## src/rtl/spim_pkg.sv

```systemverilog
package spim_pkg;
  // register byte offsets
  localparam logic [7:0] A_GIE  = 8'h1C;
  localparam logic [7:0] A_ISR  = 8'h20;
  localparam logic [7:0] A_IER  = 8'h28;
  localparam logic [7:0] A_SRST = 8'h40;
  localparam logic [7:0] A_CR   = 8'h60;
  localparam logic [7:0] A_SR   = 8'h64;
  localparam logic [7:0] A_TXD  = 8'h68;
  localparam logic [7:0] A_RXD  = 8'h6C;
  localparam logic [7:0] A_SSR  = 8'h70;

  localparam logic [31:0] SRST_KEY = 32'h0000_000A;

  // control bit positions
  localparam int CB_EN    = 1;
  localparam int CB_MST   = 2;
  localparam int CB_CPOL  = 3;
  localparam int CB_CPHA  = 4;
  localparam int CB_TXRST = 5;
  localparam int CB_RXRST = 6;
  localparam int CB_MANSS = 7;
  localparam int CB_INH   = 8;
  localparam int CB_LSB   = 9;

  // interrupt flag positions
  localparam int IB_MODF  = 0;
  localparam int IB_SMODF = 1;
  localparam int IB_TXE   = 2;
  localparam int IB_TXUR  = 3;
  localparam int IB_RXF   = 4;
  localparam int IB_RXOV  = 5;
  localparam int IB_TXHE  = 6;
  localparam int NIRQ     = 7;

  typedef struct packed {
    logic lsb;
    logic inh;
    logic manss;
    logic cpha;
    logic cpol;
    logic mst;
    logic en;
  } ctrl_t;

  typedef enum logic [1:0] {S_IDLE, S_RUN, S_TAIL} shift_st_t;
endpackage

```

## src/rtl/spim_fifo.sv

```systemverilog
module spim_fifo #(
  parameter int W     = 8,
  parameter int DEPTH = 16
) (
  input  logic                       clk,
  input  logic                       rst,
  input  logic                       clr,
  input  logic                       push,
  input  logic [W-1:0]               din,
  input  logic                       pop,
  output logic [W-1:0]               dout,
  output logic                       empty,
  output logic                       full,
  output logic [$clog2(DEPTH+1)-1:0] count
);
  localparam int PW = (DEPTH > 1) ? $clog2(DEPTH) : 1;
  localparam int CW = $clog2(DEPTH + 1);

  logic [W-1:0]  mem [DEPTH];
  logic [PW-1:0] wptr, rptr;
  logic          do_push, do_pop;

  assign empty   = (count == '0);
  assign full    = (count == CW'(DEPTH));
  assign do_push = push & ~full;
  assign do_pop  = pop & ~empty;
  assign dout    = mem[rptr];

  // storage has no reset so it maps onto RAM
  always_ff @(posedge clk) begin
    if (do_push) mem[wptr] <= din;
  end

  always_ff @(posedge clk) begin
    if (rst || clr) begin
      wptr  <= '0;
      rptr  <= '0;
      count <= '0;
    end else begin
      if (do_push) wptr <= (wptr == PW'(DEPTH - 1)) ? '0 : wptr + 1'b1;
      if (do_pop)  rptr <= (rptr == PW'(DEPTH - 1)) ? '0 : rptr + 1'b1;
      case ({do_push, do_pop})
        2'b10:   count <= count + 1'b1;
        2'b01:   count <= count - 1'b1;
        default: count <= count;
      endcase
    end
  end

  // a push into a full FIFO leaves the fill level alone
  p_no_overflow_r8: assert property (@(posedge clk) disable iff (rst)
    (push && full && !pop && !clr) |=> (count == $past(count)));

  // a pop from an empty FIFO leaves it empty
  p_no_underflow_r7: assert property (@(posedge clk) disable iff (rst)
    (pop && empty && !push) |=> (count == '0));
endmodule

```

## src/rtl/spim_shift.sv

```systemverilog
module spim_shift
  import spim_pkg::*;
#(
  parameter int DW      = 8,
  parameter int CLK_DIV = 4
) (
  input  logic          clk,
  input  logic          rst,
  input  logic          go_i,
  input  logic [DW-1:0] word_i,
  input  logic          cpol_i,
  input  logic          cpha_i,
  input  logic          lsb_i,
  input  logic          miso_i,
  output logic          take_o,
  output logic          done_o,
  output logic [DW-1:0] rx_word_o,
  output logic          active_o,
  output logic          busy_o,
  output logic          sclk_o,
  output logic          mosi_o
);
  localparam int EW  = $clog2(2 * DW);
  localparam int DVW = (CLK_DIV > 1) ? $clog2(CLK_DIV) : 1;

  shift_st_t      st;
  logic [DVW-1:0] div;
  logic [EW-1:0]  ecnt;
  logic [DW-1:0]  tx_sh, rx_sh, rx_nxt;
  logic           sclk_q;
  logic           start, tick, lead, last, samp, shft;

  always_comb begin
    start  = (st == S_IDLE) & go_i;
    tick   = (st == S_RUN) & (div == DVW'(CLK_DIV - 1));
    lead   = ~ecnt[0];
    last   = tick & (ecnt == EW'(2 * DW - 1));
    samp   = tick & (lead ^ cpha_i);
    shft   = tick & ~(lead ^ cpha_i) & (ecnt != '0);
    rx_nxt = lsb_i ? {miso_i, rx_sh[DW-1:1]} : {rx_sh[DW-2:0], miso_i};
  end

  assign take_o    = start;
  assign done_o    = last;
  assign rx_word_o = cpha_i ? rx_nxt : rx_sh;
  assign active_o  = start | (st == S_RUN);
  assign busy_o    = (st != S_IDLE);
  assign sclk_o    = sclk_q;
  assign mosi_o    = lsb_i ? tx_sh[0] : tx_sh[DW-1];

  always_ff @(posedge clk) begin
    if (rst) begin
      st     <= S_IDLE;
      div    <= '0;
      ecnt   <= '0;
      tx_sh  <= '0;
      rx_sh  <= '0;
      sclk_q <= 1'b0;
    end else begin
      unique case (st)
        S_IDLE: begin
          sclk_q <= cpol_i;
          if (go_i) begin
            tx_sh <= word_i;
            div   <= '0;
            ecnt  <= '0;
            st    <= S_RUN;
          end
        end
        S_RUN: begin
          if (tick) begin
            div    <= '0;
            sclk_q <= ~sclk_q;
            ecnt   <= ecnt + 1'b1;
            if (samp) rx_sh <= rx_nxt;
            if (shft) tx_sh <= lsb_i ? (tx_sh >> 1) : (tx_sh << 1);
            if (last) st <= S_TAIL;
          end else begin
            div <= div + 1'b1;
          end
        end
        default: st <= S_IDLE;
      endcase
    end
  end

  // between words the clock rests at the programmed polarity
  p_idle_level_r4: assert property (@(posedge clk) disable iff (rst)
    (st == S_IDLE && $past(st == S_IDLE) && $stable(cpol_i)) |-> (sclk_o == cpol_i));
endmodule

```

## src/rtl/spim_ctrl.sv

```systemverilog
module spim_ctrl
  import spim_pkg::*;
#(
  parameter int DW      = 8,
  parameter int DEPTH   = 16,
  parameter int SS_N    = 4,
  parameter int CLK_DIV = 4,
  parameter int AW      = 8
) (
  input  logic            clk,
  input  logic            rst,
  input  logic [AW-1:0]   bus_addr,
  input  logic            bus_wr,
  input  logic [31:0]     bus_wdata,
  input  logic            bus_rd,
  output logic [31:0]     bus_rdata,
  output logic            sclk,
  output logic            mosi,
  input  logic            miso,
  output logic [SS_N-1:0] ss_n,
  input  logic            sel_in_n,
  output logic            irq
);
  localparam int CW   = $clog2(DEPTH + 1);
  localparam int HALF = DEPTH / 2;

  // keyed software reset, applied one cycle after the write
  logic soft_q, rst_i;
  always_ff @(posedge clk) begin
    if (rst) soft_q <= 1'b0;
    else     soft_q <= bus_wr && (bus_addr == AW'(A_SRST)) && (bus_wdata == SRST_KEY);
  end
  assign rst_i = rst | soft_q;

  logic wr_cr, wr_txd, wr_ssr, wr_gie, wr_isr, wr_ier, rd_rxd, rd_sr;
  assign wr_cr  = bus_wr && (bus_addr == AW'(A_CR));
  assign wr_txd = bus_wr && (bus_addr == AW'(A_TXD));
  assign wr_ssr = bus_wr && (bus_addr == AW'(A_SSR));
  assign wr_gie = bus_wr && (bus_addr == AW'(A_GIE));
  assign wr_isr = bus_wr && (bus_addr == AW'(A_ISR));
  assign wr_ier = bus_wr && (bus_addr == AW'(A_IER));
  assign rd_rxd = bus_rd && (bus_addr == AW'(A_RXD));
  assign rd_sr  = bus_rd && (bus_addr == AW'(A_SR));

  ctrl_t           cr_q;
  logic [SS_N-1:0] ss_q;
  logic            gie_q;
  logic [NIRQ-1:0] ie_q, is_q, ev;
  logic            modf_q, txh_q, rxf_q;
  logic [1:0]      sel_sync;
  logic            sel_n_s;

  // control, select, gate and enable registers
  always_ff @(posedge clk) begin
    if (rst_i) begin
      cr_q       <= '0;
      cr_q.inh   <= 1'b1;
      cr_q.manss <= 1'b1;
      ss_q       <= '1;
      gie_q      <= 1'b0;
      ie_q       <= '0;
    end else begin
      if (wr_cr) begin
        cr_q.en    <= bus_wdata[CB_EN];
        cr_q.mst   <= bus_wdata[CB_MST];
        cr_q.cpol  <= bus_wdata[CB_CPOL];
        cr_q.cpha  <= bus_wdata[CB_CPHA];
        cr_q.manss <= bus_wdata[CB_MANSS];
        cr_q.inh   <= bus_wdata[CB_INH];
        cr_q.lsb   <= bus_wdata[CB_LSB];
      end
      if (wr_ssr) ss_q  <= bus_wdata[SS_N-1:0];
      if (wr_gie) gie_q <= bus_wdata[31];
      if (wr_ier) ie_q  <= bus_wdata[NIRQ-1:0];
    end
  end

  // FIFOs
  logic          tx_clr, rx_clr;
  logic [DW-1:0] tx_dout, rx_dout, rx_word;
  logic          tx_empty, tx_full, rx_empty, rx_full;
  logic [CW-1:0] tx_cnt, rx_cnt;
  logic          sh_take, sh_done, sh_active, sh_busy, sh_go;

  assign tx_clr = wr_cr & bus_wdata[CB_TXRST];
  assign rx_clr = wr_cr & bus_wdata[CB_RXRST];

  spim_fifo #(.W(DW), .DEPTH(DEPTH)) u_txq (
    .clk(clk), .rst(rst_i), .clr(tx_clr),
    .push(wr_txd), .din(bus_wdata[DW-1:0]),
    .pop(sh_take), .dout(tx_dout),
    .empty(tx_empty), .full(tx_full), .count(tx_cnt)
  );

  spim_fifo #(.W(DW), .DEPTH(DEPTH)) u_rxq (
    .clk(clk), .rst(rst_i), .clr(rx_clr),
    .push(sh_done), .din(rx_word),
    .pop(rd_rxd), .dout(rx_dout),
    .empty(rx_empty), .full(rx_full), .count(rx_cnt)
  );

  // shift engine
  assign sh_go = cr_q.en & cr_q.mst & ~cr_q.inh & ~tx_empty;

  logic sclk_w, mosi_w;
  spim_shift #(.DW(DW), .CLK_DIV(CLK_DIV)) u_shift (
    .clk(clk), .rst(rst_i),
    .go_i(sh_go), .word_i(tx_dout),
    .cpol_i(cr_q.cpol), .cpha_i(cr_q.cpha), .lsb_i(cr_q.lsb),
    .miso_i(miso),
    .take_o(sh_take), .done_o(sh_done), .rx_word_o(rx_word),
    .active_o(sh_active), .busy_o(sh_busy),
    .sclk_o(sclk_w), .mosi_o(mosi_w)
  );
  assign sclk = sclk_w;
  assign mosi = mosi_w;

  // slave selects
  logic [SS_N-1:0] ss_n_q;
  always_ff @(posedge clk) begin
    if (rst_i) ss_n_q <= '1;
    else       ss_n_q <= (cr_q.manss | sh_active) ? ss_q : '1;
  end
  assign ss_n = ss_n_q;

  // fault sense synchroniser
  always_ff @(posedge clk) begin
    if (rst_i) sel_sync <= 2'b11;
    else       sel_sync <= {sel_sync[0], sel_in_n};
  end
  assign sel_n_s = sel_sync[1];

  // interrupt events
  always_comb begin
    ev           = '0;
    ev[IB_MODF]  = cr_q.en & cr_q.mst & ~sel_n_s;
    ev[IB_SMODF] = ~cr_q.en & ~sel_n_s;
    ev[IB_TXE]   = sh_done & tx_empty;
    ev[IB_TXUR]  = 1'b0;
    ev[IB_RXF]   = rx_full & ~rxf_q;
    ev[IB_RXOV]  = sh_done & rx_full;
    ev[IB_TXHE]  = (tx_cnt <= CW'(HALF)) & ~txh_q;
  end

  logic irq_q;
  always_ff @(posedge clk) begin
    if (rst_i) begin
      is_q   <= '0;
      modf_q <= 1'b0;
      txh_q  <= 1'b1;
      rxf_q  <= 1'b0;
      irq_q  <= 1'b0;
    end else begin
      is_q   <= (is_q & ~(wr_isr ? bus_wdata[NIRQ-1:0] : '0)) | ev;
      modf_q <= ev[IB_MODF] | (modf_q & ~rd_sr);
      txh_q  <= (tx_cnt <= CW'(HALF));
      rxf_q  <= rx_full;
      irq_q  <= gie_q & (|(is_q & ie_q));
    end
  end
  assign irq = irq_q;

  // registered read port
  logic [31:0] rd_q;
  always_ff @(posedge clk) begin
    if (rst_i) begin
      rd_q <= '0;
    end else if (bus_rd) begin
      case (bus_addr)
        AW'(A_CR):  rd_q <= {22'd0, cr_q.lsb, cr_q.inh, cr_q.manss, 2'b00,
                             cr_q.cpha, cr_q.cpol, cr_q.mst, cr_q.en, 1'b0};
        AW'(A_SR):  rd_q <= {27'd0, modf_q, tx_full, tx_empty, rx_full, rx_empty};
        AW'(A_RXD): rd_q <= rx_empty ? '0 : 32'(rx_dout);
        AW'(A_SSR): rd_q <= 32'(ss_q);
        AW'(A_GIE): rd_q <= {gie_q, 31'd0};
        AW'(A_ISR): rd_q <= 32'(is_q);
        AW'(A_IER): rd_q <= 32'(ie_q);
        default:    rd_q <= '0;
      endcase
    end
  end
  assign bus_rdata = rd_q;

  logic unused_bits;
  assign unused_bits = ^{bus_wdata[30:10], bus_wdata[0], rx_cnt};

  // holding prevents an idle shifter from starting
  p_hold_stalls_r3: assert property (@(posedge clk) disable iff (rst)
    (cr_q.inh && !sh_busy && !soft_q) |=> !sh_busy);

  // a closed global gate keeps irq low
  p_gate_closed_r12: assert property (@(posedge clk) disable iff (rst)
    (!gie_q) |=> !irq);

  // automatic select leaves the lines high around idle time
  p_auto_release_r6: assert property (@(posedge clk) disable iff (rst)
    ($past(!cr_q.manss) && $past(!sh_active)) |-> (&ss_n));
endmodule

```

## config.mk

```make
export PLATFORM = sky130hd
export DESIGN_NAME = spim_ctrl
export DESIGN_NICKNAME = d
export VERILOG_FILES = /design/src/rtl/spim_pkg.sv /design/src/rtl/spim_fifo.sv /design/src/rtl/spim_shift.sv /design/src/rtl/spim_ctrl.sv
export SDC_FILE = /design/constraint.sdc
export NUM_CORES = 1
export LEC_CHECK = 0
export ABC_AREA = 1
export BUFFER_PORTS_ARGS = -buffer_cell sky130_fd_sc_hd__buf_2
export CORE_MARGIN = 4
export CORE_UTILIZATION = 40
export CTS_CLUSTER_DIAMETER = 200
export CTS_CLUSTER_SIZE = 16
export DETAILED_ROUTE_END_ITERATION = 6
export PLACE_DENSITY_LB_ADDON = 0.08
export SETUP_SLACK_MARGIN = 0.15
export SYNTH_ARGS = -nofsm -noshare
export SYNTH_HDL_FRONTEND = slang
export SYNTH_SLANG_ARGS = --single-unit
```

## constraint.sdc

```tcl
create_clock -name clk -period 2.3 [get_ports clk]
set_clock_uncertainty 0.1 [all_clocks]
set_input_delay 0.23 -clock clk [delete_from_list [all_inputs] [get_ports clk]]
set_output_delay 0.23 -clock clk [all_outputs]
set_load 0.03 [all_outputs]
```

After elaboration in Yosys (flattened, before gate mapping). Memory sizes are Yosys's and may differ from the RTL's. A register that Yosys moved wholly into a read port is not among the register bits. Index checks and enable logic that the tools add are counted.

Register bits after elaboration: 120. Memory bits (writable): 256. Memories: 2.

Memory list: u_rxq.mem (depth 16, width 8, rd ports 1, clocked after Yosys merged registers in 1, wr ports 1, RTL line spim_fifo.sv:19) `logic [W-1:0] mem [DEPTH];`; u_txq.mem (depth 16, width 8, rd ports 1, clocked after Yosys merged registers in 1, wr ports 1, RTL line spim_fifo.sv:19).

$add $sub $neg: 10. Order comparisons: 1. Equality and inequality tests: 27. Multiplexer cells: 37. Bitwise gates (word level): 46. Reductions and logical operators: 27.

Operators by type and width (count): 32-bit case mux with 7 select lines (1); 8-bit two-way mux (7); 8-bit by 7-bit equality test with 1-bit output (second input constant) (6); 4-bit two-way mux (10); 32-bit by 4-bit equality test with 1-bit output (second input constant) (1); 1-bit bitwise AND (23); 4-bit by 1-bit adder with 4-bit output (second input constant) (5); 4-bit equality test (second input constant) (5); 5-bit case mux with 2 select lines (2); 8-bit by 6-bit equality test with 1-bit output (second input constant) (2); 8-bit case mux with 2 select lines (1); 7-bit bitwise AND (2); 1-bit NOT (14); 5-bit by 1-bit adder with 5-bit output (second input constant) (2); 5-bit equality test (second input constant) (2); 1-bit logical AND (10); 5-bit zero test (2); 2-bit two-way mux (5); 5-bit by 1-bit subtractor with 5-bit output (second input constant) (2); 3-bit AND reduction (3); 8-bit by 5-bit equality test with 1-bit output (second input constant) (1); 2-bit case mux with 2 select lines (2); 4-bit case mux with 2 select lines (1); 7-bit two-way mux (1); other kinds (20) (38).

Logic depth before layout (Yosys ltp).
Word-level depth: 8. Gate-level depth with buffers: 18. Depth with buffers taken out: 18.

Cells and area by module. A second synthesis with hierarchy kept.

Cells, all modules: 1674. Area, all modules: 16326.9 um^2.

Modules (own cells, without submodules): spim_fifo (instances 2, cells each 550, area an instance 6222.2 um^2, seq. area each 4184.0 um^2); spim_ctrl (instances 1, cells each 346, area an instance 2421.1 um^2, seq. area each 960.9 um^2); spim_shift (instances 1, cells each 228, area an instance 1461.4 um^2, seq. area each 500.5 um^2).

Worst setup path before layout. Ideal clock, no wire load.

Kind: reg-to-reg. From: register u_shift.ecnt[0]. To: register u_rxq.count[4]. Library setup time: 0.123 ns. Arrival time: 2.104 ns. Slack: -0.027 ns. Stages on the path, launching flop included: 15. Path buffers: 0. Period minus slack after synthesis: 2.327 ns. Cells stage by stage: dfxtp_1 -> ha_1 -> nand2_1 -> nor3_4 -> nand2_4 -> ha_1 -> ha_1 -> nand2_1 -> nand2_1 -> a21oi_1 -> nor2_1 -> nor2_1 -> nand2_1 -> nor2_1 -> nor3_1.

Word-level cells in the longest chain between the ends: 5. Elaborated cells on any way between the ends: 7.

RTL lines: start, declared (RTL line spim_shift.sv:28) `logic [EW-1:0] ecnt;`; start signal, assigned (RTL line spim_shift.sv:74) `ecnt <= ecnt + 1'b1;`; 4-bit equality test * (RTL line spim_shift.sv:37) `last = tick & (ecnt == EW'(2 * DW - 1));`; 1-bit bitwise AND * (RTL line spim_shift.sv:37); 1-bit bitwise AND * (RTL line spim_fifo.sv:25) `assign do_push = push & ~full;`; 2-bit by 1-bit equality test with 1-bit output / 2-bit equality test (equally long branches) (RTL line spim_fifo.sv:42) `case ({do_push, do_pop})`; 5-bit case mux with 2 select lines / 2-bit nonzero test (equally long branches); end signal, assigned (RTL line spim_fifo.sv:43) `2'b10: count <= count + 1'b1;`; end signal, assigned (RTL line spim_fifo.sv:44) `2'b01: count <= count - 1'b1;`; end signal, assigned (RTL line spim_fifo.sv:45) `default: count <= count;`; end, declared (RTL line spim_fifo.sv:14) `output logic [$clog2(DEPTH+1)-1:0] count`.

Every way passes the cells marked *; elsewhere a longest branch is shown, timed or not. A chain may end at the register's enable or synchronous reset.

Worst setup path in the final report.
From: register u_shift.div[1]. To: register u_rxq.count[4].

Word-level cells in the longest chain between the ends: 6. Elaborated cells on any way between the ends: 8.

RTL lines: start, declared (RTL line spim_shift.sv:27) `logic [DVW-1:0] div;`; start signal, assigned (RTL line spim_shift.sv:79) `div <= div + 1'b1;`; 2-bit equality test * (RTL line spim_shift.sv:35) `tick = (st == S_RUN) & (div == DVW'(CLK_DIV - 1));`; 1-bit bitwise AND * (RTL line spim_shift.sv:35); 1-bit bitwise AND * (RTL line spim_shift.sv:37); 1-bit bitwise AND * (RTL line spim_fifo.sv:25); 2-bit by 1-bit equality test with 1-bit output / 2-bit equality test (equally long branches) (RTL line spim_fifo.sv:42); 5-bit case mux with 2 select lines / 2-bit nonzero test (equally long branches).

Marks and branches as above.

==> out/metrics.yaml <==
power_and_ir_drop:
  power.share.clock_pct: 37.8
  combPwrFrac_pct: 2.9
  irDropWorstVdd_mv: 0.460
  p_int_mw: 9.24
  p_per_area_nw_per_um2: 628
  p_sw_mw: 2.46
  sw_frac_of_total_pct: 21.0
  power.static_leakage_nw: 6.98
  pwr-share-seq_pct: 59.4
place:
  placed_area_um2: 17300
  dp_slack_ns: -0.128
  portBuffers: 63
  dp.cells: 2207
  dp_hpwl_um: 28500
  gp_routability_congestion: 0.852
timing:
  fmax_ghz: 0.423
  finalHoldViolCount: 0
  setup_viol: 2
  min_period_ns: 2.36
  slew_viol_final: 0
  rsz0062_at_grt: "true"
  period_share_pct: 103
  tightest_slew_ns: 0.781
  setup_ws_ns: -0.0640
  max_slew_margin_pct: 47.9
  whs_ns: 0.0368
logic_synthesis:
  yosys.area_share.simple_pct: 20.1
  ys_types: 49
  synth_top_area_share_pct: 49.0
  synthFlopType: "edfxtp_1"
  synth_seq_cells: 363
  synth_area_leaders: "edfxtp_1 49%, dfxtp_1 14%, nand2_1 7.2%"
  ys_seq_area_share_pct: 62.6
  avgSynthCellArea_um2: 9.92
  synth-edff-count: 256
  yosys.area.top_type: "edfxtp_1"
  synth_mux_area_share_pct: 0.0638
  synthXorXnorAreaFrac_pct: 0.614
  async_reset_ff_share_pct: 0
  synthAdderAreaFrac_pct: 1.80
  synthCells: 1581
  synth_compound_area_share_pct: 9.21
  syn_area_um2: 15700
  yosys_warnings: 0
  synth_top_family_by_area: "simple AND/OR/NAND/NOR gates"
final_layout:
  drive_gt1_share_pct: 18.2
  fill_cells: 3701
  fin_nets: 1812
  postLayoutCoreUtil_pct: 48.1
  finalNonFillerCells: 2282
  synthToLayoutAreaGrowth_pct: 18.7
  finalInstanceArea_um2: 18600
min_path:
  hp-class: "in -> reg"
  whs_path_depth: 3
route:
  vias: 11700
  first_pass_iters: 7
  ant_nets: 0
  drt_iter0_markers: 801
  wl_per_cell_um: 18.7
  wirelength_um: 42700
  vias_per_cell: 5.11
  drcViolationCount: 0
floorplan:
  die_w_um: 206
  die-area_um2: 42500
  core-area_um2: 38700
  start_util_pct: 40.5
  rows: 72
  num_io_pins: 85
  fp.dieH_um: 206
clocking:
  ctsRootBufferMaster: "clkbuf_16"
  clock_sinks: 363
  insertion_delay_ns: 0.56
  clkTransAtPathRegs_ns: 0.08
  numCtsBuffers: 26
  cts_tree: "yes"
  cts.path.max_buffers: 3
  htree_levels: 1
critical_path:
  worstSetupPathType: "reg -> reg"
  crit_slowest_cell: "dfxtp_2"
  cp-start-kind: "flop"
  endpoint_kind: "flop"
  path_cells: "ha_4 > nand2_4 > nor3_4 > nand2_4 > ha_4 > buf_6 > ha_4 > nand2_2 > nand2_2 > a21oi_2 > nor2_1 > nor2_1 > nand2_1 > nor2_2 > nor3_2"
  crit_top_cell: "ha_4"
  slowest_delay_ns: 0.36
  rr_worst_depth: 15
  cp_data_required_time_ns: 2.65
  critPathArrivalTime_ns: 2.71
  critPathMaxFanout: 3
  r2r_setup_slack_ns: -0.06
run_status:
  status: "complete, but fails checks"
  violations: "setup timing"
global_route:
  gr-total-overflow: 0
  grt_usage_pct: 19.9
  grt_max_degree: 66
  antenna_found_initial: 3
  grt_pass1_vias: 11200
  grt_pass1_wl_um: 65400
run:
  cap_violations: 0
-- state kept, by name (all words and copies together), names as in the netlist, 5 cells and up, named ones only --
name,count
bus_rdata,11
cr_q,7
ie_q,7
is_q,7
u_rxq.count,5
u_rxq.mem,128
u_shift.rx_sh,8
u_shift.tx_sh,8
u_txq.count,5
u_txq.mem,128
-- worst paths after layout --
| check | from | endpoint |
|---|---|---|
| max | u_shift.div[1]$_SDFFE_PP0P_ | u_rxq.count[4]$_SDFFE_PP0P_ |
| min | bus_wdata[1] | ss_q[1]$_SDFFE_PP1P_ |
| max reg2reg | u_shift.div[1]$_SDFFE_PP0P_ | u_rxq.count[4]$_SDFFE_PP0P_ |
| min reg2reg | rxf_q$_SDFF_PP0_ | is_q[4]$_SDFF_PP0_ |
-- cell usage in the layout, fill, tap and decap left out, types with 13 or more instances in the layout --
cell type,synthesis,final
clkbuf_1,30,19
ha_1,21,14
dfxtp_2,0,16
buf_4,25,97
nor2_1,197,179
a21oi_1,70,68
buf_2,29,63
o21ai_0,121,113
edfxtp_1,256,256
nor2_2,5,15
nand3_1,176,173
clkbuf_16,0,27
o211ai_1,34,34
buf_6,0,16
inv_1,95,90
o21ai_1,5,13
a211oi_1,15,13
dlygate4sd3_1,0,19
nand2_1,301,293
dfxtp_1,107,91
conb_1,1,21
-- per-stage QoR --
step	setup TNS (ns)	total power, mW
floorplan	0	7.25
global placement	-0.0960	7.40
detailed placement	-0.278	7.41
CTS	0	11.8
global route	-0.358	12.1
finish	-0.0913	11.7
-- synthesized netlist by cell type (4+ instances only) --
library cell and n:
o211ai_1 34, a21oi_1 70, nor2_1 197, a211oi_1 15, xor2_1 10, clkbuf_1 30
nand2_1 301, nand3_1 176, inv_1 95, ha_1 21, nand2_2 4, o21ai_1 5
or2_2 8, dfxtp_1 107, nor3_1 12, nor2_2 5, buf_2 29, inv_2 8
buf_4 25, edfxtp_1 256, o21ai_0 121, nor4_1 6
-- metal layers --
metal	wire length (um)	vias up	part of all wire [%]	GRT usage (%)
li1	-	5710	-	-
met1	20100	5645	47	29.0
met2	19600	254	46	31.8
met3	2280	45	5.3	3.19
met4	707	2	1.7	4.11
met5	14	-	0.033	0
-- cells by family after synthesis --
logic type / Yosys count
adder cells (fa/ha/maj): 22
XOR/XNOR: 11
AO/OA/AOI/OAI: 257
flip-flops: 363
buffers and inverters: 195
other: 1
AND/OR/NAND/NOR: 731
multiplexers: 1
-- repair_timing --
action / 4_1_cts / 5_1_grt
gates resized for setup: 34 / 46
endpoints found under the hold margin: 16 / 0
pin swaps: 19 / 22
hold buffers: 20 / 0
setup buffers: 2 / 6
setup endpoints to repair: 42 / 128
-- power by group through the flow --
stage               registers (mW)  logic (mW)  clock network (mW)
finish                        6.94       0.336                4.42
global route                  6.94       0.362                4.81
detailed placement            7.09       0.313                   0
floorplan                     7.10       0.149                   0
global placement              7.09       0.310                   0
CTS                           6.94       0.336                4.55
-- critical path: cells and delay by family (launching register included) --
family | cells | cell delay (ns)
AOI/OAI and AO/OA | 1 | 0.15
adders and majority gates | 3 | 0.55
buffers and inverters | 1 | 0.12
DFF | 1 | 0.36
and+or+nand+nor | 10 | 0.99
-- cell type report --
cell class                      count  area (um^2)  area share [%]
Antenna cell                        1         2.50          0.0134
Clock inverter                      1         7.51          0.0403
Inverter                          107          415            2.23
Multi-Input combinational cell   1043         5380            28.9
Timing Repair Buffer              203         1570            8.45
Tap cell                          518          648            3.48
Sequential cell                   363         9850            52.9
Clock buffer                       46          747            4.01
Note: power is estimated with default switching activity, not from simulation.
